`config.mk`:
```
export PLATFORM = sky130hd
export DESIGN_NAME = sprot_status_unit
export DESIGN_NICKNAME = d
export VERILOG_FILES = /design/src/rtl/sprot_pkg.sv /design/src/rtl/sprot_region.sv /design/src/rtl/sprot_wel.sv /design/src/rtl/sprot_busy.sv /design/src/rtl/sprot_stage.sv /design/src/rtl/sprot_status_unit.sv
export SDC_FILE = /design/constraint.sdc
export NUM_CORES = 1
export LEC_CHECK = 0
export BUFFER_PORTS_ARGS = -buffer_cell sky130_fd_sc_hd__buf_2
export CORE_MARGIN = 10
export CORE_UTILIZATION = 38
export CTS_CLUSTER_DIAMETER = 80
export DETAILED_ROUTE_END_ITERATION = 16
export GPL_TIMING_DRIVEN = 0
export PLACE_DENSITY = 0.75
export SLEW_MARGIN = 20
export SYNTH_ARGS = -nofsm -noshare
export SYNTH_HDL_FRONTEND = slang
export SYNTH_SLANG_ARGS = --single-unit
```
`constraint.sdc`:
```
create_clock -name clk -period 1.5 [get_ports clk]
set_clock_uncertainty 0.15 [all_clocks]
set_input_delay 0.225 -clock clk [delete_from_list [all_inputs] [get_ports clk]]
set_output_delay 0.225 -clock clk [all_outputs]
set_load 0.05 [all_outputs]
```
`src/rtl/sprot_pkg.sv`:
```
package sprot_pkg;

    typedef enum logic {
        WK_ARRAY  = 1'b0,
        WK_STATUS = 1'b1
    } wkind_e;

    typedef enum logic [1:0] {
        LK_NONE = 2'b00,
        LK_QTR  = 2'b01,
        LK_HALF = 2'b10,
        LK_ALL  = 2'b11
    } lock_e;

    typedef struct packed {
        logic  wpen;
        lock_e lock;
    } nv_cfg_t;

    localparam logic [7:0] BUSY_BYTE = 8'hFF;

    function automatic logic [7:0] pack_status(nv_cfg_t cfg, logic wel, logic wip);
        logic [7:0] b;
        if (wip) begin
            b = BUSY_BYTE;
        end else begin
            b = {cfg.wpen, 3'b000, cfg.lock, wel, 1'b0};
        end
        return b;
    endfunction

endpackage

```
`src/rtl/sprot_region.sv`:
```
module sprot_region
    import sprot_pkg::*;
#(
    parameter int ADDR_W = 14
) (
    input  lock_e             lock,
    input  logic [ADDR_W-1:0] addr,
    output logic              locked
);
    localparam logic [ADDR_W-1:0] QTR_BASE  = ADDR_W'(3) << (ADDR_W - 2);
    localparam logic [ADDR_W-1:0] HALF_BASE = ADDR_W'(2) << (ADDR_W - 2);

    always_comb begin
        unique case (lock)
            LK_NONE: locked = 1'b0;
            LK_QTR:  locked = (addr >= QTR_BASE);
            LK_HALF: locked = (addr >= HALF_BASE);
            LK_ALL:  locked = 1'b1;
            default: locked = 1'b1;
        endcase
    end

    always_comb begin
        if (lock == LK_NONE) begin
            a_none_free_r3: assert (!locked);
        end
        if (lock == LK_ALL) begin
            a_all_locked_r3: assert (locked);
        end
    end
endmodule

```
`src/rtl/sprot_wel.sv`:
```
module sprot_wel (
    input  logic clk,
    input  logic rst,
    input  logic set_i,
    input  logic clr_i,
    input  logic busy_i,
    input  logic done_i,
    output logic wel_o
);
    logic wel_q;

    always_ff @(posedge clk) begin
        if (rst) begin
            wel_q <= 1'b0;
        end else if (busy_i) begin
            if (done_i) begin
                wel_q <= 1'b0;
            end
        end else if (clr_i) begin
            wel_q <= 1'b0;
        end else if (set_i) begin
            wel_q <= 1'b1;
        end
    end

    assign wel_o = wel_q;

    p_clear_wins_r2: assert property (@(posedge clk) disable iff (rst)
        (!busy_i && clr_i) |=> !wel_o);
    p_set_idle_r2: assert property (@(posedge clk) disable iff (rst)
        (!busy_i && set_i && !clr_i) |=> wel_o);
    p_done_clears_r5: assert property (@(posedge clk) disable iff (rst)
        (busy_i && done_i) |=> !wel_o);
endmodule

```
`src/rtl/sprot_busy.sv`:
```
module sprot_busy
    import sprot_pkg::*;
(
    input  logic   clk,
    input  logic   rst,
    input  logic   start_arr_i,
    input  logic   start_sr_i,
    input  logic   done_i,
    output logic   wip_o,
    output wkind_e kind_o
);
    logic   wip_q;
    wkind_e kind_q;

    always_ff @(posedge clk) begin
        if (rst) begin
            wip_q  <= 1'b0;
            kind_q <= WK_ARRAY;
        end else if (start_arr_i) begin
            wip_q  <= 1'b1;
            kind_q <= WK_ARRAY;
        end else if (start_sr_i) begin
            wip_q  <= 1'b1;
            kind_q <= WK_STATUS;
        end else if (done_i) begin
            wip_q  <= 1'b0;
        end
    end

    assign wip_o  = wip_q;
    assign kind_o = kind_q;

    p_single_start_r9: assert property (@(posedge clk) disable iff (rst)
        !(start_arr_i && start_sr_i));
    p_start_idle_r10: assert property (@(posedge clk) disable iff (rst)
        (start_arr_i || start_sr_i) |-> !wip_q);
    p_done_ends_r5: assert property (@(posedge clk) disable iff (rst)
        (wip_q && done_i) |=> !wip_q);
endmodule

```
`src/rtl/sprot_stage.sv`:
```
module sprot_stage
    import sprot_pkg::*;
(
    input  logic       clk,
    input  logic       rst,
    input  logic       load_i,
    input  logic [7:0] data_i,
    input  logic       commit_i,
    input  logic       busy_i,
    input  logic       hwprot_i,
    output logic       pend_o,
    output nv_cfg_t    staged_o
);
    logic    pend_q;
    nv_cfg_t staged_q;
    logic    stray_unused;

    assign stray_unused = ^{data_i[6:4], data_i[1:0]};

    always_ff @(posedge clk) begin
        if (rst) begin
            pend_q   <= 1'b0;
            staged_q <= '0;
        end else begin
            if (load_i && !busy_i) begin
                pend_q   <= 1'b1;
                staged_q <= '{wpen: data_i[7], lock: lock_e'(data_i[3:2])};
            end
            if (commit_i || hwprot_i) begin
                pend_q <= 1'b0;
            end
        end
    end

    assign pend_o   = pend_q;
    assign staged_o = staged_q;

    p_cancel_r7: assert property (@(posedge clk) disable iff (rst)
        hwprot_i |=> !pend_q);
    p_busy_ignore_load_r10: assert property (@(posedge clk) disable iff (rst)
        (busy_i && !load_i) |=> $stable(staged_q));
endmodule

```
`src/rtl/sprot_status_unit.sv`:
```
module sprot_status_unit
    import sprot_pkg::*;
#(
    parameter int          ADDR_W   = 14,
    parameter logic        RST_WPEN = 1'b0,
    parameter logic [1:0]  RST_LOCK = 2'b00
) (
    input  logic              clk,
    input  logic              rst,
    input  logic              wren_i,
    input  logic              wrdi_i,
    input  logic              sr_load_i,
    input  logic [7:0]        sr_data_i,
    input  logic              sr_commit_i,
    input  logic              arr_req_i,
    input  logic [ADDR_W-1:0] arr_addr_i,
    input  logic              wp_pin_i,
    input  logic              wdone_i,
    output logic [7:0]        status_o,
    output logic              arr_grant_o,
    output logic              arr_deny_o,
    output logic              sr_grant_o,
    output logic              sr_deny_o
);
    nv_cfg_t cfg_q;
    nv_cfg_t staged;
    wkind_e  kind;
    logic    wel, wip, pend, locked, hwprot;
    logic    arr_ok, sr_ok, done_ok;
    logic    ag_q, ad_q, sg_q, sd_q;

    assign hwprot  = cfg_q.wpen & ~wp_pin_i;
    assign done_ok = wdone_i & wip;
    assign arr_ok  = arr_req_i & ~wip & wel & ~locked;
    assign sr_ok   = sr_commit_i & ~wip & ~arr_ok & pend & wel & ~hwprot;

    sprot_region #(.ADDR_W(ADDR_W)) region_i (
        .lock   (cfg_q.lock),
        .addr   (arr_addr_i),
        .locked (locked)
    );

    sprot_wel wel_i (
        .clk    (clk),
        .rst    (rst),
        .set_i  (wren_i),
        .clr_i  (wrdi_i),
        .busy_i (wip),
        .done_i (wdone_i),
        .wel_o  (wel)
    );

    sprot_busy busy_i (
        .clk         (clk),
        .rst         (rst),
        .start_arr_i (arr_ok),
        .start_sr_i  (sr_ok),
        .done_i      (done_ok),
        .wip_o       (wip),
        .kind_o      (kind)
    );

    sprot_stage stage_i (
        .clk      (clk),
        .rst      (rst),
        .load_i   (sr_load_i),
        .data_i   (sr_data_i),
        .commit_i (sr_commit_i),
        .busy_i   (wip),
        .hwprot_i (hwprot),
        .pend_o   (pend),
        .staged_o (staged)
    );

    always_ff @(posedge clk) begin
        if (rst) begin
            cfg_q <= '{wpen: RST_WPEN, lock: lock_e'(RST_LOCK)};
        end else if (done_ok && kind == WK_STATUS) begin
            cfg_q <= staged;
        end
    end

    always_ff @(posedge clk) begin
        if (rst) begin
            ag_q <= 1'b0;
            ad_q <= 1'b0;
            sg_q <= 1'b0;
            sd_q <= 1'b0;
        end else begin
            ag_q <= arr_ok;
            ad_q <= arr_req_i & ~arr_ok;
            sg_q <= sr_ok;
            sd_q <= sr_commit_i & ~sr_ok;
        end
    end

    assign status_o    = pack_status(cfg_q, wel, wip);
    assign arr_grant_o = ag_q;
    assign arr_deny_o  = ad_q;
    assign sr_grant_o  = sg_q;
    assign sr_deny_o   = sd_q;

    p_arr_excl_r4: assert property (@(posedge clk) disable iff (rst)
        !(arr_grant_o && arr_deny_o));
    p_deny_idle_r4: assert property (@(posedge clk) disable iff (rst)
        (arr_deny_o && !sr_grant_o && !$past(wip)) |-> !wip);
    p_busy_start_r5: assert property (@(posedge clk) disable iff (rst)
        $rose(wip) |-> (arr_grant_o || sr_grant_o));
    p_sr_hwprot_r6: assert property (@(posedge clk) disable iff (rst)
        sr_grant_o |-> !$past(cfg_q.wpen && !wp_pin_i));
    p_cfg_hold_r8: assert property (@(posedge clk) disable iff (rst)
        !$past(wdone_i) |-> $stable(cfg_q));
    p_collide_r9: assert property (@(posedge clk) disable iff (rst)
        (arr_ok && sr_commit_i) |=> sr_deny_o);
endmodule

```
# Word level (Yosys, flattened, before mapping)
# Index checks and enable logic that the tools add are counted.
# word_totals
ff_bits	14
output_inout_bits	12
in_bits	31
# classes
muxes	9
eq_ne	4
reduce_logical	10
magnitude_cmp	2
n_bitwise	18
# ops
op	count
14-bit >= comparator, second input constant	2
1-bit AND	12
8-bit two-way mux	1
1-bit two-way mux	7
1-bit NOT	6
3-bit nonzero test	2
2-bit == test, second input constant	2
1-bit one-hot mux with 4 select lines	1
2-bit OR reduction	2
2-bit by 1-bit == test with 1-bit output, second input constant	1
1-bit logical AND	2
2-bit zero test	1
2-bit inequality test, second input constant	1
2-bit AND reduction	1
1-bit zero test	1
1-bit logical OR	1

# Longest topological paths before layout
# depth
depth_word	11
ltp_mapped	4
ltp_nobuf	3

# Hierarchy
# A second synthesis with hierarchy kept.
# hier_totals
hier_cells	65
hier_area_um2	669.4
# modules_own_cells
mod	n_inst	area_per_inst_um2	cells_each
sprot_status_unit	1	349.1	34
sprot_stage	1	173.9	16
sprot_busy	1	75.1	7
sprot_wel	1	57.6	5
sprot_region	1	13.8	3

# Worst setup path after synthesis
# No wires, ideal clock.
# synth_timing
kind	register -> output
startpoint	register busy_i.wip_q (netlist: busy_i.wip_o)
endpoint	output status_o[1]
arrival_time_ns	0.885
n_path_buf	1
slack_ns	0.240
path_stages_with_launch	3
cell_sequence	dfxtp_1 > buf_6 > or2_2
# synth_between
elab_chain_cells	1
# synth_rtl
element	line	text
start: declaration	sprot_busy.sv:12	logic wip_q;
start signal: assignment	sprot_busy.sv:17	wip_q <= 1'b0;
start signal: assignment	sprot_busy.sv:20	wip_q <= 1'b1;
start signal: assignment	sprot_busy.sv:23	wip_q <= 1'b1;
8-bit two-way mux	sprot_pkg.sv:24	if (wip) begin
end: declaration	sprot_status_unit.sv:19	output logic [7:0] status_o,
# No other way between the ends.

# Worst setup path after layout
# layout_timing
startpoint	register busy_i.wip_q (netlist: busy_i.wip_o)
endpoint	output status_o[7]
# The elaborated chain is that of the path after synthesis.

==> out/qor.yml <==
power_and_ir_drop:
  p_per_area_nw_per_um2: 907
  p_leak_nw: 0.459
  vdd_drop_max_v: 0.000546
  p_total_mw: 0.809
floorplan:
  rows: 14
  die_x_um: 59.8
  initial_utilization_pct: 40.0
  fp.dieH_um: 59.8
  dieArea_um2: 3580
  io_pins: 43
  coreArea_um2: 1510
clock_tree:
  cts_buffers: 3
  htreeDepth: 1
  clock_path_buffers: 2
  cts_tree: "done"
  cts_root_buf: "clkbuf_4"
  clk_pin_slew_ps: 80
  clock-sinks: 14
  clock_latency_ps: 280
critical_path:
  end_kind: "output port"
  arrival_ps: 1140
  worstSetupPathType: "reg -> out"
  worst_ep_required_time_ps: 1120
  crit_fanout: 8
  startpoint_type: "flip-flop"
outcome:
  violations: "negative setup slack"
  status: "finished with violations"
synthesis:
  synth-compound-area-share_pct: 7.26
  ys_types: 24
  synth_top_family_by_area: "simple AND/OR/NAND/NOR gates"
  synthAdderAreaFrac_pct: 0
  syn-cell-area_um2: 603
  synth_top_flop_cell: "dfxtp_1"
  postSynthCellCount: 60
  yosys.area.top_type: "dfxtp_1"
  syn-num-nets: 91
  synthMuxAreaShare_pct: 9.96
  synth-edff-count: 0
  synth_top_area_share_pct: 46.5
  synth-xor-area-share_pct: 0
  synth-async-reset-ratio_pct: 0
  synth-simple-area-share_pct: 27.6
  synth-seq-cells: 14
  yosysWarnings: 0
  synth_area_leaders: "dfxtp_1, mux2i_1, nor2_1, buf_4, nor2b_4"
  synth.avg_cell_area_um2: 10.1
  seq_area_frac_synth_pct: 46.5
timing:
  hold_viol: 0
  min_period_ps: 1520
  drv_slew: 0
  setup_ws_ps: -15.7
  setup_viol: 4
  finalCritPeriodShare_pct: 101
  rsz0062_at_grt: "true"
  max_slew_margin_pct: 68.3
  tightestPinTransition_ps: 476
  fmax_ghz: 0.660
detailed_routing:
  vias_per_cell: 4.86
  route.detailed.drc: 0
  ant_nets: 0
  routed_wl_mm: 1.48
  first_iter_violations: 4
  route.detailed.wl_per_inst_um: 13.5
  dr_total_vias: 535
  drt-pass1-iter-count: 4
grt:
  grt_pass1_wl_mm: 2.39
  grt_usage_pct: 8.74
  grt_pass1_vias: 576
  grt_antenna_before_repair: 0
  grt_overflow: 0
  grt_max_degree: 11
min_path:
  hold_class: "in -> reg"
placed_design:
  io_buffer_count: 25
  place.gp.congestion: 0.649
  dp_hpwl_mm: 1.10
cells_and_area:
  drive_above_1_share_pct: 50.0
  n_antenna_cell: 0
  synthToLayoutAreaGrowth_pct: 47.9
  layout_common_cells: "buf_2, dfxtp_1, nor2_1, buf_4, mux2i_1"
  final_common_cell: "buf_2"
  final_core_util_pct: 59.2
  fin_nets: 126
flow_run:
  drv_cap: 0
layer usage:
layer	GRT usage, %	vias to the layer above	wire length (µm)
met5	0	-	0
met4	4.81	0	33
met3	4.87	5	195
met2	15.4	20	747
met1	7.60	238	505
li1	-	272	-
worst max-delay path: stages (launching register included):
cell	delay, ps
dfxtp_4	350
buf_8	130
or2_4	230
buf_8	150
cells by family after synthesis:
family          after synthesis
flops                        14
buf+inv                       8
simple gates                 27
compound gates                5
mux                           6
worst paths after layout:
| path | start | cells past startpoint | slack (ps) | to |
|---|---|---|---|---|
| min | sr_data_i[2] | 3 | 20 | stage_i.staged_o[0]$_SDFFE_PP0P_ |
| min reg2reg | busy_i.kind_o$_SDFFE_PP0P_ | 2 | 320 | busy_i.kind_o$_SDFFE_PP0P_ |
| max | busy_i.wip_o$_SDFFE_PP0P_ | 3 | -20 | status_o[7] |
| max reg2reg | busy_i.wip_o$_SDFFE_PP0P_ | 5 | 100 | sr_deny_o$_SDFF_PP0_ |
cell usage after synthesis, drive strengths merged, types with 2 or more instances:
cell type	n
mux2i	6
nand3	2
inv	2
or2	4
nor2b	3
nor2	10
dfxtp	14
buf	6
repair_timing:
| action | CTS | global route |
|---|---|---|
| pin swaps | 2 | 0 |
| hold endpoints to repair | 2 | 0 |
| hold buffers | 2 | 0 |
| buffers inserted | 3 | 0 |
| setup endpoints to repair | 4 | 7 |
| gates resized for setup | 19 | 4 |
through the flow:
step / TNS, ps / worst slack [ps] / hold slack [ps] / cells / cell area (µm²)
final: -43.1 / -15.7 / 24.6 / 110 / 892
after global routing: -191 / -51.9 / 68.9 / 110 / 892
after CTS: -73.5 / -19.3 / 24.5 / 110 / 885
after detailed placement: 0 / 136 / 294 / 101 / 748
after global placement: 0 / 151 / 285 / 101 / 748
after floorplan: 0 / 240 / 153 / 60 / 603
layout make-up:
type	count	area, µm²
fillers	134	614
multi-input cells	38	280
repair buffers	30	215
plain buffers	6	48.8
flip-flops and latches	14	284
clock buffers	4	36.3
inverters	2	7.51
well taps	16	20.0
power breakdown:
part	total (mW)	internal [mW]	switching [mW]
combinational	0.151	0.0681	0.0830
clock	0.269	0.148	0.121
sequential	0.389	0.383	0.00641
total	0.809	0.599	0.211
No activity file was read; power rests on OpenSTA's default activity.
